`src/rtl/dst_addr_pkg.sv`:
```
package dst_addr_pkg;
  typedef enum logic [2:0] {
    SZ_BYTE = 3'd0,
    SZ_WORD = 3'd1,
    SZ_LONG = 3'd2,
    SZ_B16  = 3'd3,
    SZ_B32  = 3'd4
  } xfer_size_e;

  typedef enum logic [1:0] {
    INC_FIXED = 2'd0,
    INC_UP    = 2'd1,
    INC_DOWN  = 2'd2,
    INC_HOLD  = 2'd3
  } inc_mode_e;

  localparam int NUM_SIZES = 5;

  // log2 of the byte step for a size code (codes 3 and 4 skip 8 bytes)
  function automatic int unsigned size_shift(input logic [2:0] sz);
    return (sz < 3'd3) ? int'(sz) : int'(sz) + 1;
  endfunction
endpackage

```
`src/rtl/dst_align_chk.sv`:
```
module dst_align_chk
  import dst_addr_pkg::*;
#(
  parameter int AW = 32
) (
  input  logic [AW-1:0] ptr,
  input  logic [2:0]    size,
  output logic          err
);
  localparam int NS = NUM_SIZES;

  logic [NS-1:0] mis;

  for (genvar gi = 0; gi < NS; gi++) begin : g_size
    localparam int SH = (gi < 3) ? gi : gi + 1;
    localparam logic [AW-1:0] MASK = (AW'(1) << SH) - AW'(1);
    assign mis[gi] = |(ptr & MASK);
  end

  always_comb begin
    if (int'(size) < NS) err = mis[size];
    else                 err = 1'b1;
  end
endmodule

```
`src/rtl/dst_ptr_reg.sv`:
```
module dst_ptr_reg
  import dst_addr_pkg::*;
#(
  parameter int AW = 32
) (
  input  logic          clk,
  input  logic          rst,
  input  logic          wr_en,
  input  logic [AW-1:0] wr_data,
  input  logic [2:0]    size,
  input  logic [1:0]    inc,
  input  logic          beat,
  input  logic          err,
  output logic [AW-1:0] ptr_q
);
  logic [AW-1:0] step;
  logic          take;

  assign step = (int'(size) < NUM_SIZES) ? (AW'(1) << size_shift(size)) : '0;
  assign take = beat && !err && !wr_en;

  always_ff @(posedge clk) begin
    if (rst) begin
      ptr_q <= '0;
    end else if (wr_en) begin
      ptr_q <= wr_data;
    end else if (take) begin
      unique case (inc_mode_e'(inc))
        INC_UP:   ptr_q <= ptr_q + step;
        INC_DOWN: ptr_q <= ptr_q - step;
        default:  ptr_q <= ptr_q;
      endcase
    end
  end

  a_r1_write_loads: assert property (@(posedge clk) disable iff (rst)
    wr_en |=> ptr_q == $past(wr_data));
  a_r2_step_up: assert property (@(posedge clk) disable iff (rst)
    (beat && !wr_en && !err && inc == 2'd1) |=> ptr_q == $past(ptr_q) + $past(step));
  a_r3_step_down: assert property (@(posedge clk) disable iff (rst)
    (beat && !wr_en && !err && inc == 2'd2) |=> ptr_q == $past(ptr_q) - $past(step));
  a_r7_err_blocks: assert property (@(posedge clk) disable iff (rst)
    (!wr_en && err) |=> $stable(ptr_q));
endmodule

```
`src/rtl/dst_addr_xlate.sv`:
```
module dst_addr_xlate #(
  parameter int AW = 32
) (
  input  logic          mode29,
  input  logic [AW-1:0] ptr,
  output logic [AW-1:0] addr
);
  localparam int TOP_LSB  = AW - 3;
  localparam int AREA_LSB = AW - 6;

  logic [2:0] top_bits;
  logic [2:0] area;

  assign top_bits = ptr[AW-1:TOP_LSB];
  assign area     = ptr[TOP_LSB-1:AREA_LSB];

  always_comb begin
    addr = ptr;
    if (mode29 && top_bits != 3'b111) begin
      addr[AW-1:TOP_LSB] = (area == 3'b111) ? 3'b111 : 3'b000;
    end
  end
endmodule

```
`src/rtl/dma_dst_addr_gen.sv`:
```
module dma_dst_addr_gen #(
  parameter int AW = 32
) (
  input  logic          clk,
  input  logic          rst,
  input  logic          wr_en,
  input  logic [AW-1:0] wr_data,
  output logic [AW-1:0] rd_data,
  input  logic [2:0]    xfer_size,
  input  logic [1:0]    inc_mode,
  input  logic          beat_done,
  input  logic          mode29,
  output logic [AW-1:0] bus_addr,
  output logic          align_err
);
  localparam int TOP_LSB = AW - 3;

  logic [AW-1:0] ptr_q;

  dst_align_chk #(.AW(AW)) u_align (
    .ptr  (ptr_q),
    .size (xfer_size),
    .err  (align_err)
  );

  dst_ptr_reg #(.AW(AW)) u_ptr (
    .clk     (clk),
    .rst     (rst),
    .wr_en   (wr_en),
    .wr_data (wr_data),
    .size    (xfer_size),
    .inc     (inc_mode),
    .beat    (beat_done),
    .err     (align_err),
    .ptr_q   (ptr_q)
  );

  dst_addr_xlate #(.AW(AW)) u_xlate (
    .mode29 (mode29),
    .ptr    (ptr_q),
    .addr   (bus_addr)
  );

  assign rd_data = ptr_q;

  a_r8_write_wins: assert property (@(posedge clk) disable iff (rst)
    (wr_en && beat_done) |=> rd_data == $past(wr_data));
  a_r9_pass32: assert property (@(posedge clk) disable iff (rst)
    !mode29 |-> bus_addr == rd_data);
  a_r10_pass_top7: assert property (@(posedge clk) disable iff (rst)
    (mode29 && rd_data[AW-1:TOP_LSB] == 3'b111) |-> bus_addr == rd_data);
  a_r12_low_bits: assert property (@(posedge clk) disable iff (rst)
    bus_addr[TOP_LSB-1:0] == rd_data[TOP_LSB-1:0]);
  a_r6_bad_size: assert property (@(posedge clk) disable iff (rst)
    (xfer_size > 3'd4) |-> align_err);
endmodule

```
`config.mk`:
```
export PLATFORM = sky130hd
export DESIGN_NAME = dma_dst_addr_gen
export DESIGN_NICKNAME = d
export VERILOG_FILES = /design/src/rtl/dst_addr_pkg.sv /design/src/rtl/dst_align_chk.sv /design/src/rtl/dst_ptr_reg.sv /design/src/rtl/dst_addr_xlate.sv /design/src/rtl/dma_dst_addr_gen.sv
export SDC_FILE = /design/constraint.sdc
export NUM_CORES = 1
export LEC_CHECK = 0
export ABC_AREA = 1
export BUFFER_PORTS_ARGS = -buffer_cell sky130_fd_sc_hd__buf_2
export CORE_MARGIN = 2
export CORE_UTILIZATION = 50
export DETAILED_ROUTE_END_ITERATION = 16
export MAX_ROUTING_LAYER = met4
export PLACE_DENSITY = 0.9
export SYNTH_ARGS = -nofsm -noshare
export SYNTH_HDL_FRONTEND = slang
export SYNTH_SLANG_ARGS = --single-unit
```
`constraint.sdc`:
```
create_clock -name clk -period 3.9 [get_ports clk]
set_input_delay 0.975 -clock clk [delete_from_list [all_inputs] [get_ports clk]]
set_output_delay 0.975 -clock clk [all_outputs]
set_load 0.02 [all_outputs]
```
==> Word level (Yosys, flattened, before mapping) <==
Index checks and enable logic that the tools add are counted.
{ "totals": {"input_bits": 42, "out_inout_bits": 65, "wordCells": 33, "regBits": 32} }
{ "op_classes": {"magnitude_cmp": 3, "n_eq_ne": 4, "n_shift": 1, "muxes": 10, "n_reduce_logical": 11, "addsub": 3} }
{ "op_table": {"columns": ["cell", "count"], "rows": [
  ["two-way mux 32 bit", 4],
  ["case mux 32 bit (2 select lines)", 1],
  ["adder 32 bit", 1],
  ["left shift 1 x 32 -> 32 bit, first input constant", 1],
  ["subtractor 32 bit", 1],
  ["two-way mux 3 bit", 2],
  ["OR reduction 5 bit", 1],
  ["adder 3 x 1 -> 4 bit, second input constant", 1],
  ["< comparator 3 x 4 -> 1 bit, second input constant", 1],
  ["OR reduction 4 bit", 1],
  ["binary-select mux 1 bit (select 3 bit)", 1],
  ["equality test 3 bit, second input constant", 1],
  ["logical AND 1 bit", 3],
  ["< comparator 3 x 2 -> 1 bit, second input constant", 1],
  ["< comparator 3 bit, second input constant", 1],
  ["inequality test 3 bit, second input constant", 1],
  ["nonzero test 3 bit", 1],
  ["equality test 2 x 1 -> 1 bit, second input constant", 1],
  ["equality test 2 bit, second input constant", 1],
  ["logical NOT 1 bit", 2],
  ["two-way mux 1 bit", 2],
  ["AND reduction 2 bit", 1],
  ["nonzero test 2 bit", 1],
  ["OR reduction 2 bit", 1]
]} }

==> Longest topological paths before layout <==
Gate-level depths: netlist of run 1.
{ "depth": {"depth_word": 9, "depth_mapped": 25} }

==> Modules after synthesis <==
Synthesis of run 1 repeated with hierarchy kept, for this count alone.
{ "unflattened": {"hier_cells": 797, "hier_area_um2": 4444.3} }
{ "modules_own_cells": {"columns": ["module", "area_per_inst_um2", "seq_area_each_um2", "cells_each", "instances"], "rows": [
  ["dst_ptr_reg", 4101.4, 640.6, 738, 1],
  ["dst_addr_xlate", 272.8, 0.0, 41, 1],
  ["dst_align_chk", 70.1, 0.0, 18, 1]
]} }

==> Worst setup path after synthesis of run 1 <==
No wires, ideal clock.
{ "synth_timing": {"kind": "input to register", "startpoint": "input xfer_size[0]", "endpoint": "register u_ptr.ptr_q[17]", "arrival_time_ps": 3665, "t_required_ps": 3768, "n_path_buf": 1, "setup_ps": 132, "setup_slack_ps": 103, "path_stages": 21, "path_cell_list": "ha_1 -> o21ai_2 -> inv_1 -> nor2_1 -> nand2_1 -> ha_1 -> nor2_1 -> a31oi_2 -> buf_4 -> and2_1 -> ha_1 -> nand2_1 -> inv_1 -> a21oi_1 -> nand3_1 -> nand2_1 -> nand2_1 -> nand2_1 -> nand2_1 -> o21ai_1 -> a21oi_2"} }
{ "synth_between": {"elab_chain_len": 8} }
{ "synth_rtl": {"columns": ["element", "line_no", "rtl"], "rows": [
  ["from (decl)", "dma_dst_addr_gen.sv:9", "input logic [2:0] xfer_size,"],
  ["adder 3 x 1 -> 4 bit (tied with other cells)", "dst_addr_pkg.sv:21", "return (sz < 3'd3) ? int'(sz) : int'(sz) + 1;"],
  ["two-way mux 32 bit or two-way mux 1 bit (tied branches)", "dst_addr_pkg.sv:21, dst_align_chk.sv:21", null],
  ["left shift 1 x 32 -> 32 bit or two-way mux 1 bit (tied branches)", "dst_ptr_reg.sv:19, dst_align_chk.sv:21", null],
  ["two-way mux 32 bit or logical NOT 1 bit (tied branches)", "dst_ptr_reg.sv:19, dst_ptr_reg.sv:20", null],
  ["subtractor 32 bit (tied with other cells)", "dst_ptr_reg.sv:30", "INC_DOWN: ptr_q <= ptr_q - step;"],
  ["case mux 32 bit (2 select lines) or logical AND 1 bit (tied branches)", "dst_ptr_reg.sv:28, dst_ptr_reg.sv:20", null],
  ["two-way mux 32 bit or nonzero test 2 bit (tied branches)", null, null],
  ["two-way mux 32 bit or AND reduction 2 bit (tied branches)", null, null],
  ["to (signal assigned)", "dst_ptr_reg.sv:26", "ptr_q <= wr_data;"],
  ["to (signal assigned)", "dst_ptr_reg.sv:29", "INC_UP: ptr_q <= ptr_q + step;"],
  ["to (signal assigned)", "dst_ptr_reg.sv:30", null],
  ["to (decl)", "dst_ptr_reg.sv:14", "output logic [AW-1:0] ptr_q"]
]} }
Several ways; a longest one is shown, not always the timed one. The select of a mux whose other input is x is not followed.
A chain may end at the register's enable or synchronous reset.

==> Worst setup path after layout of run 1 <==
{ "layout_timing": {"startpoint": "input xfer_size[0]", "endpoint": "register u_ptr.ptr_q[22]"} }
Same word-level chain as after synthesis.

==> flow_metrics.py, run 1 <==
metrics = {
    "run_status": {
        "status": "finished, final reports clean",
    },
    "critical_path": {
        "crit_start": "xfer_size[0]",
        "worst_path_max_delay_cell": "ha_1",
        "worst-setup-path-type": "input port to register",
        "r2r_cells": 12,
        "critPathMaxStageDelay_ps": 390,
        "cp_common_cell": "nand2_1",
        "crit_chain": "buf_2, ha_4, o21ai_4, inv_1, nor2_2, nand2_4, ha_4, nor2_4, a31oi_4, buf_4, xnor2_1, ha_1, nand2_2, nor2_2, nand2_1, nand3_1, nand2_1, nand2_2, nand2_1, nand3_1, nand3_1, nand2_1, a21oi_2",
        "cp-end-kind": "register",
        "path_delay_family": "simple AND/OR/NAND/NOR gates",
        "critPathBufInv": 3,
        "cp_data_required_time_ps": 4060,
        "start_kind": "input port",
        "critPathCapture": "u_ptr.ptr_q[22]",
        "worst_r2r_startpoint": "u_ptr.ptr_q[0]",
        "cp.arrival_ps": 3960,
        "cp_max_fo": 6,
        "timing.rr.end": "u_ptr.ptr_q[12]",
        "r2r_slack_ps": 1640,
        "cp.depth": 23,
    },
    "route": {
        "drc_errors": 0,
        "first_pass_iters": 5,
        "via_per_inst": 5.16,
        "vias": 5481,
        "ant_nets": 0,
        "wl_um": 14500,
        "drt_iter0_markers": 338,
        "post_drt_wl_per_cell_um": 13.7,
    },
    "timing": {
        "worst_pin_slew_ps": 800,
        "setup_ws_ps": 101,
        "post-route-min-period_ps": 3800,
        "relSlewSlack_pct": 46.7,
        "finalSetupViolCount": 0,
        "hold_viol": 0,
        "fin_hold_ws_ps": 506,
        "slew_viol_final": 0,
        "max_freq_mhz": 263,
        "skew_ps": 4.91,
        "fin_crit_sh_pct": 97.4,
    },
    "cts": {
        "cts-buffers-inserted": 5,
        "clock-sinks": 32,
        "clockBufferDepth": 2,
        "holdBufCountCts": 0,
        "cts_root_buf": "clkbuf_8",
        "cts.clk_slew.worst_paths_ps": 80,
        "worstSkewPairLatency_ps": 300,
        "cts_tree": "built",
        "cts_htree_levels": 2,
    },
    "layout": {
        "num_antenna_cells": 0,
        "top_register": "u_ptr.ptr_q",
        "drive_gt1_share_pct": 32.1,
        "synthToLayoutAreaGrowth_pct": 30.3,
        "largest_reg_flops": 32,
        "regArea_um2": 641,
        "n_fill_cell": 800,
        "reg.largest.list": "u_ptr.ptr_q x32",
        "final_cell_area_um2": 5950,
        "multi_input_area_um2": 3520,
        "final_nets": 1030,
        "final_cells": 1062,
    },
    "yosys": {
        "synth.area.mux_share_pct": 0,
        "synthArstFlopShare_pct": 0,
        "synth_top_cell_by_area": "nand2_1",
        "synthCells": 812,
        "yosysWarnings": 0,
        "avgSynthCellArea_um2": 5.63,
        "synth_top_area_share_pct": 23.1,
        "ys_seq_elements": 32,
        "syn-cell-area_um2": 4570,
        "synth-compound-area-share_pct": 12.5,
        "seq_area_frac_synth_pct": 14.0,
        "synthesis.nets": 889,
        "synth_top_family_by_area": "simple AND/OR/NAND/NOR gates",
        "synth_enable_flop_cells": 0,
        "synth_flop_cell": "dfxtp_1",
        "synth-xor-area-share_pct": 3.83,
        "synth_cell_type_count": 48,
        "synth.area.top_cells": "nand2_1 (23%), dfxtp_1 (14%), inv_1 (9.8%), ha_1 (9.3%), nor2_1 (7.1%)",
        "synthAdderAreaFrac_pct": 9.75,
        "synth-simple-area-share_pct": 41.8,
    },
    "placement": {
        "placedCellCount": 1047,
        "detailed_place_hpwl_um": 10600,
        "pre_cts_slack_ps": -415,
        "port_buffers": 106,
        "placed_area_um2": 5400,
        "routabilityCongestion": 1.07,
    },
    "job": {
        "cap_violations": 0,
    },
    "power": {
        "p_leak_nw": 3.34,
        "ir_worst_vdd_v": 0.000176,
        "p_per_area_nw_per_um2": 373,
    },
    "floorplan": {
        "core-area_um2": 8810,
        "ios": 107,
        "die_w_um": 99.6,
        "dieArea_um2": 9920,
        "rows": 34,
        "die_height_um": 99.6,
        "initial_core_util_pct": 51.9,
    },
    "min_path": {
        "hold_class": "register to register",
    },
    "global_routing": {
        "grt_pass1_vias": 4718,
        "grt_pass1_wl_um": 22200,
        "antenna_found_initial": 0,
        "overflow": 0,
        "track_usage_pct": 28.2,
        "grt_max_degree": 50,
    },
}
metrics by stage:
stage / power, mW / util, % / setup TNS (ps)
after floorplan: 1.29 / - / 0
after global placement: 1.70 / 61.3 / -4780
after detailed placement: 1.71 / 61.3 / -6410
after CTS: 2.01 / 62.6 / 0
after global routing: 2.37 / 67.6 / -331
final: 2.22 / 67.6 / 0
layout by cell type (no fill, tap or decap), types with 5 or more instances in the layout:
cell	netlist	routed
nand2_1	281	258
inv_1	119	119
buf_2	1	106
buf_4	30	74
nor2_1	87	72
nand3_1	46	40
nand2_2	10	32
dfxtp_1	32	32
a21oi_1	39	26
ha_1	34	24
a21oi_2	11	22
nor2_2	7	17
xor2_1	15	14
and2_1	11	11
o21ai_0	9	9
o21ai_1	11	9
ha_4	0	9
inv_2	6	6
nor2_4	1	6
clkbuf_8	0	6
nand4_1	5	5
cells in the mapped netlist (all sizes together) (2+ instances only):
| cell | n |
|---|---|
| a21oi | 51 |
| a22oi | 2 |
| a31oi | 4 |
| and2 | 11 |
| buf | 36 |
| clkbuf | 10 |
| dfxtp | 32 |
| ha | 34 |
| inv | 126 |
| nand2 | 292 |
| nand3 | 46 |
| nand4 | 6 |
| nor2 | 95 |
| nor3 | 7 |
| o2111ai | 2 |
| o21ai | 22 |
| o21bai | 2 |
| xnor2 | 5 |
| xor2 | 15 |
tightest hold or removal path, cell delays in order (launching register included):
cell,delay [ps]
dfxtp_1,340
nand2_1,70
a21oi_1,50
final cells by class:
cell class / count / share of cell area [%]
clock buffers: 8 / 1.51
inverters: 127 / 8.09
well taps: 108 / 2.27
multi-input cells: 607 / 59.1
flip-flops and latches: 32 / 10.8
repair buffers: 180 / 18.2
worst min-delay path by stage:
stage	start	to	cells past startpoint
2_1_floorplan	u_ptr.ptr_q[30]	u_ptr.ptr_q[30]	2
3_3_place_gp	u_ptr.ptr_q[13]	u_ptr.ptr_q[13]	2
3_5_place_dp	u_ptr.ptr_q[5]	u_ptr.ptr_q[5]	2
4_1_cts	u_ptr.ptr_q[6]	u_ptr.ptr_q[6]	2
5_1_grt	u_ptr.ptr_q[17]	u_ptr.ptr_q[17]	2
6_report	u_ptr.ptr_q[5]	u_ptr.ptr_q[5]	2
layer usage:
metal	global-route usage, %	wire, um
met1	38.2	6430
met2	45.2	6670
met3	2.95	1080
met4	6.74	363
met5	-	0
cell families after synthesis:
group                      count (synthesis)
AOI/OAI and AO/OA                         91
xor gates and xnor gates                  20
adders and majority gates                 35
buffers and inverters                    173
DFF                                       32
other                                      1
and+or+nand+nor                          460
where the power goes:
group	total, mW	switching [mW]	internal, mW
clock	0.291	0.146	0.144
sequential	0.408	0.0464	0.361
combinational	1.52	0.891	0.628
what timing repair did:
item	in CTS	in global routing
setup buffers	0	7
pin swaps	0	24
gates resized for setup	6	84
endpoints found under the setup margin	3	26
Power figures use the tool's default switching activity.
==> run 2: changes to the inputs <==
--- a/config.mk
+++ b/config.mk
@@ -11,7 +11,7 @@
 export CORE_UTILIZATION = 50
 export DETAILED_ROUTE_END_ITERATION = 16
 export MAX_ROUTING_LAYER = met4
-export PLACE_DENSITY = 0.9
+export PLACE_DENSITY_LB_ADDON = 0.05
 export SYNTH_ARGS = -nofsm -noshare
 export SYNTH_HDL_FRONTEND = slang
 export SYNTH_SLANG_ARGS = --single-unit
==> constraint.sdc (replaced) <==
create_clock -name clk -period 3.9 [get_ports clk]
set_input_delay 0.975 -clock clk [delete_from_list [all_inputs] [get_ports clk]]
set_output_delay 0.975 -clock clk [all_outputs]
set_load 0.05 [all_outputs]
==> flow_metrics.py, run 2 (synthesis gave the netlist of run 1 again) <==
metrics = {
    "timing": {
        "worst_pin_slew_ps": 802,
        "max_freq_mhz": 267,
        "slew_viol_final": 0,
        "rsz0062_at_grt": "true",
        "relSlewSlack_pct": 46.5,
        "post-route-min-period_ps": 3750,
        "tns_ps": 0,
        "skew_ps": 6.49,
        "finalSetupViolCount": 0,
        "hold_viol": 0,
        "fin_crit_sh_pct": 96.1,
    },
    "layout": {
        "synthToLayoutAreaGrowth_pct": 31.5,
        "largest_reg_flops": 32,
        "drive_gt1_share_pct": 33.8,
        "top_register": "u_ptr.ptr_q",
        "final_common_cell": "nand2_1",
        "final_nets": 1034,
        "n_fill_cell": 834,
        "final_cells": 1065,
        "layout_common_cells": "nand2_1 (256), inv_1 (118), buf_2 (106)",
        "num_antenna_cells": 0,
        "reg.largest.list": "u_ptr.ptr_q x32",
    },
    "power": {
        "p_leak_nw": 3.35,
        "p_per_area_nw_per_um2": 395,
        "ir_worst_vdd_v": 0.000247,
    },
    "cts": {
        "cts.clk_slew.worst_paths_ps": 70,
        "clock-sinks": 32,
        "clockBufferDepth": 2,
        "cts-buffers-inserted": 5,
        "cts_tree": "built",
        "cts_root_buf": "clkbuf_8",
        "cts_htree_levels": 2,
        "worstSkewPairLatency_ps": 300,
    },
    "floorplan": {
        "core-area_um2": 8810,
        "die_w_um": 99.6,
        "ios": 107,
        "initial_core_util_pct": 51.9,
        "dieArea_um2": 9920,
        "rows": 34,
        "die_height_um": 99.6,
    },
    "critical_path": {
        "cp.arrival_ps": 3900,
        "cp_max_fo": 5,
        "cp-end-kind": "register",
        "start_kind": "input port",
        "cp_common_cell": "nand2_1",
        "worst-setup-path-type": "input port to register",
        "worst_path_max_delay_cell": "ha_1",
        "cp_data_required_time_ps": 4050,
        "critPathMaxStageDelay_ps": 370,
        "crit_chain": "buf_2, ha_1, o21ai_2, inv_1, nor2_1, nand2_1, ha_2, nor2_4, a31oi_4, buf_4, xnor2_1, ha_1, nand2_1, nand2_1, a21oi_1, nand2_2, nand2_1, nand2_4, nand2_1, nand2_1, nand2_1, nand3_1, nand2_1, a21oi_2",
    },
    "placement": {
        "routabilityCongestion": 0.959,
        "placedCellCount": 1050,
        "port_buffers": 106,
        "detailed_place_hpwl_um": 11500,
    },
    "global_routing": {
        "grt_max_degree": 50,
        "track_usage_pct": 30.4,
        "grt_pass1_wl_um": 23500,
        "overflow": 0,
        "grt_pass1_vias": 4939,
        "antenna_found_initial": 0,
    },
    "job": {
        "cap_violations": 0,
    },
    "min_path": {
        "hold_class": "register to register",
    },
    "route": {
        "wl_um": 15000,
        "post_drt_wl_per_cell_um": 14.0,
        "first_pass_iters": 5,
        "vias": 5450,
        "drt_iter0_markers": 230,
        "ant_nets": 0,
        "via_per_inst": 5.12,
        "drc_errors": 0,
    },
    "run_status": {
        "status": "finished, final reports clean",
    },
}
[run 2: cell count changes in the layout (fill, tap and decap cells not counted), sizes merged]
cell	previous run	this run
buf	180	184
clkinv	1	2
clkbuf	8	6
[run 2: final cells by class]
cell class | count | area, um2 | share of cell area [%]
Inverter | 127 | 482 | 8.02
Multi-Input combinational cell | 607 | 3540 | 58.9
Timing Repair Buffer | 184 | 1130 | 18.9
Tap cell | 108 | 135 | 2.25
Clock inverter | 1 | 5.00 | 0.0833
Clock buffer | 6 | 72.6 | 1.21
Sequential cell | 32 | 641 | 10.7
[run 2: worst paths after layout]
kind,startpoint,end,slack [ps],cells after the start
worst max-delay path,xfer_size[0],u_ptr.ptr_q[19],150,24
worst min-delay path,u_ptr.ptr_q[21],u_ptr.ptr_q[21],510,2
worst max register to register,u_ptr.ptr_q[0],u_ptr.ptr_q[8],1590,12
worst min register to register,u_ptr.ptr_q[21],u_ptr.ptr_q[21],510,2
[run 2: metal layers]
metal | wire (um) | GRT usage (%) | vias up
met1 | 6840 | 40.8 | 2438
li1 | - | - | 2792
met5 | 0 | - | -
met4 | 344 | 8.43 | 0
met3 | 867 | 2.74 | 24
met2 | 6910 | 49.1 | 196
[run 2: where the power goes]
| part | internal (mW) | switching [mW] | total (mW) |
|---|---|---|---|
| clock | 0.122 | 0.146 | 0.267 |
| combinational | 0.647 | 1.04 | 1.69 |
| sequential | 0.361 | 0.0515 | 0.413 |
[run 2: stage by stage]
step	hold slack, ps	utilization, %	worst slack, ps	area [um2]	total power [mW]
3_3_place_gp	483	61.5	-345	5420	1.87
2_1_floorplan	709	-	103	4570	1.44
4_1_cts	503	62.7	-0.519	5530	2.16
6_report	511	68.2	151	6010	2.37
3_5_place_dp	488	61.5	-455	5420	1.88
5_1_grt	531	68.2	-58.2	6010	2.55
[run 2: timing repair]
item,4_1_cts,5_1_grt
setup endpoints to repair,14,26
buffers inserted,1,7
hold buffers,0,0
pin swaps,1,28
gates resized for setup,6,96
[run 2: worst max-delay path: cells and delay by family]
family	cells	cell delay [ps]
AND/OR/NAND/NOR	13	1100
AO/OA/AOI/OAI	4	460
XOR/XNOR	1	120
adder cells (fa/ha/maj)	3	890
buffers and inverters	3	360
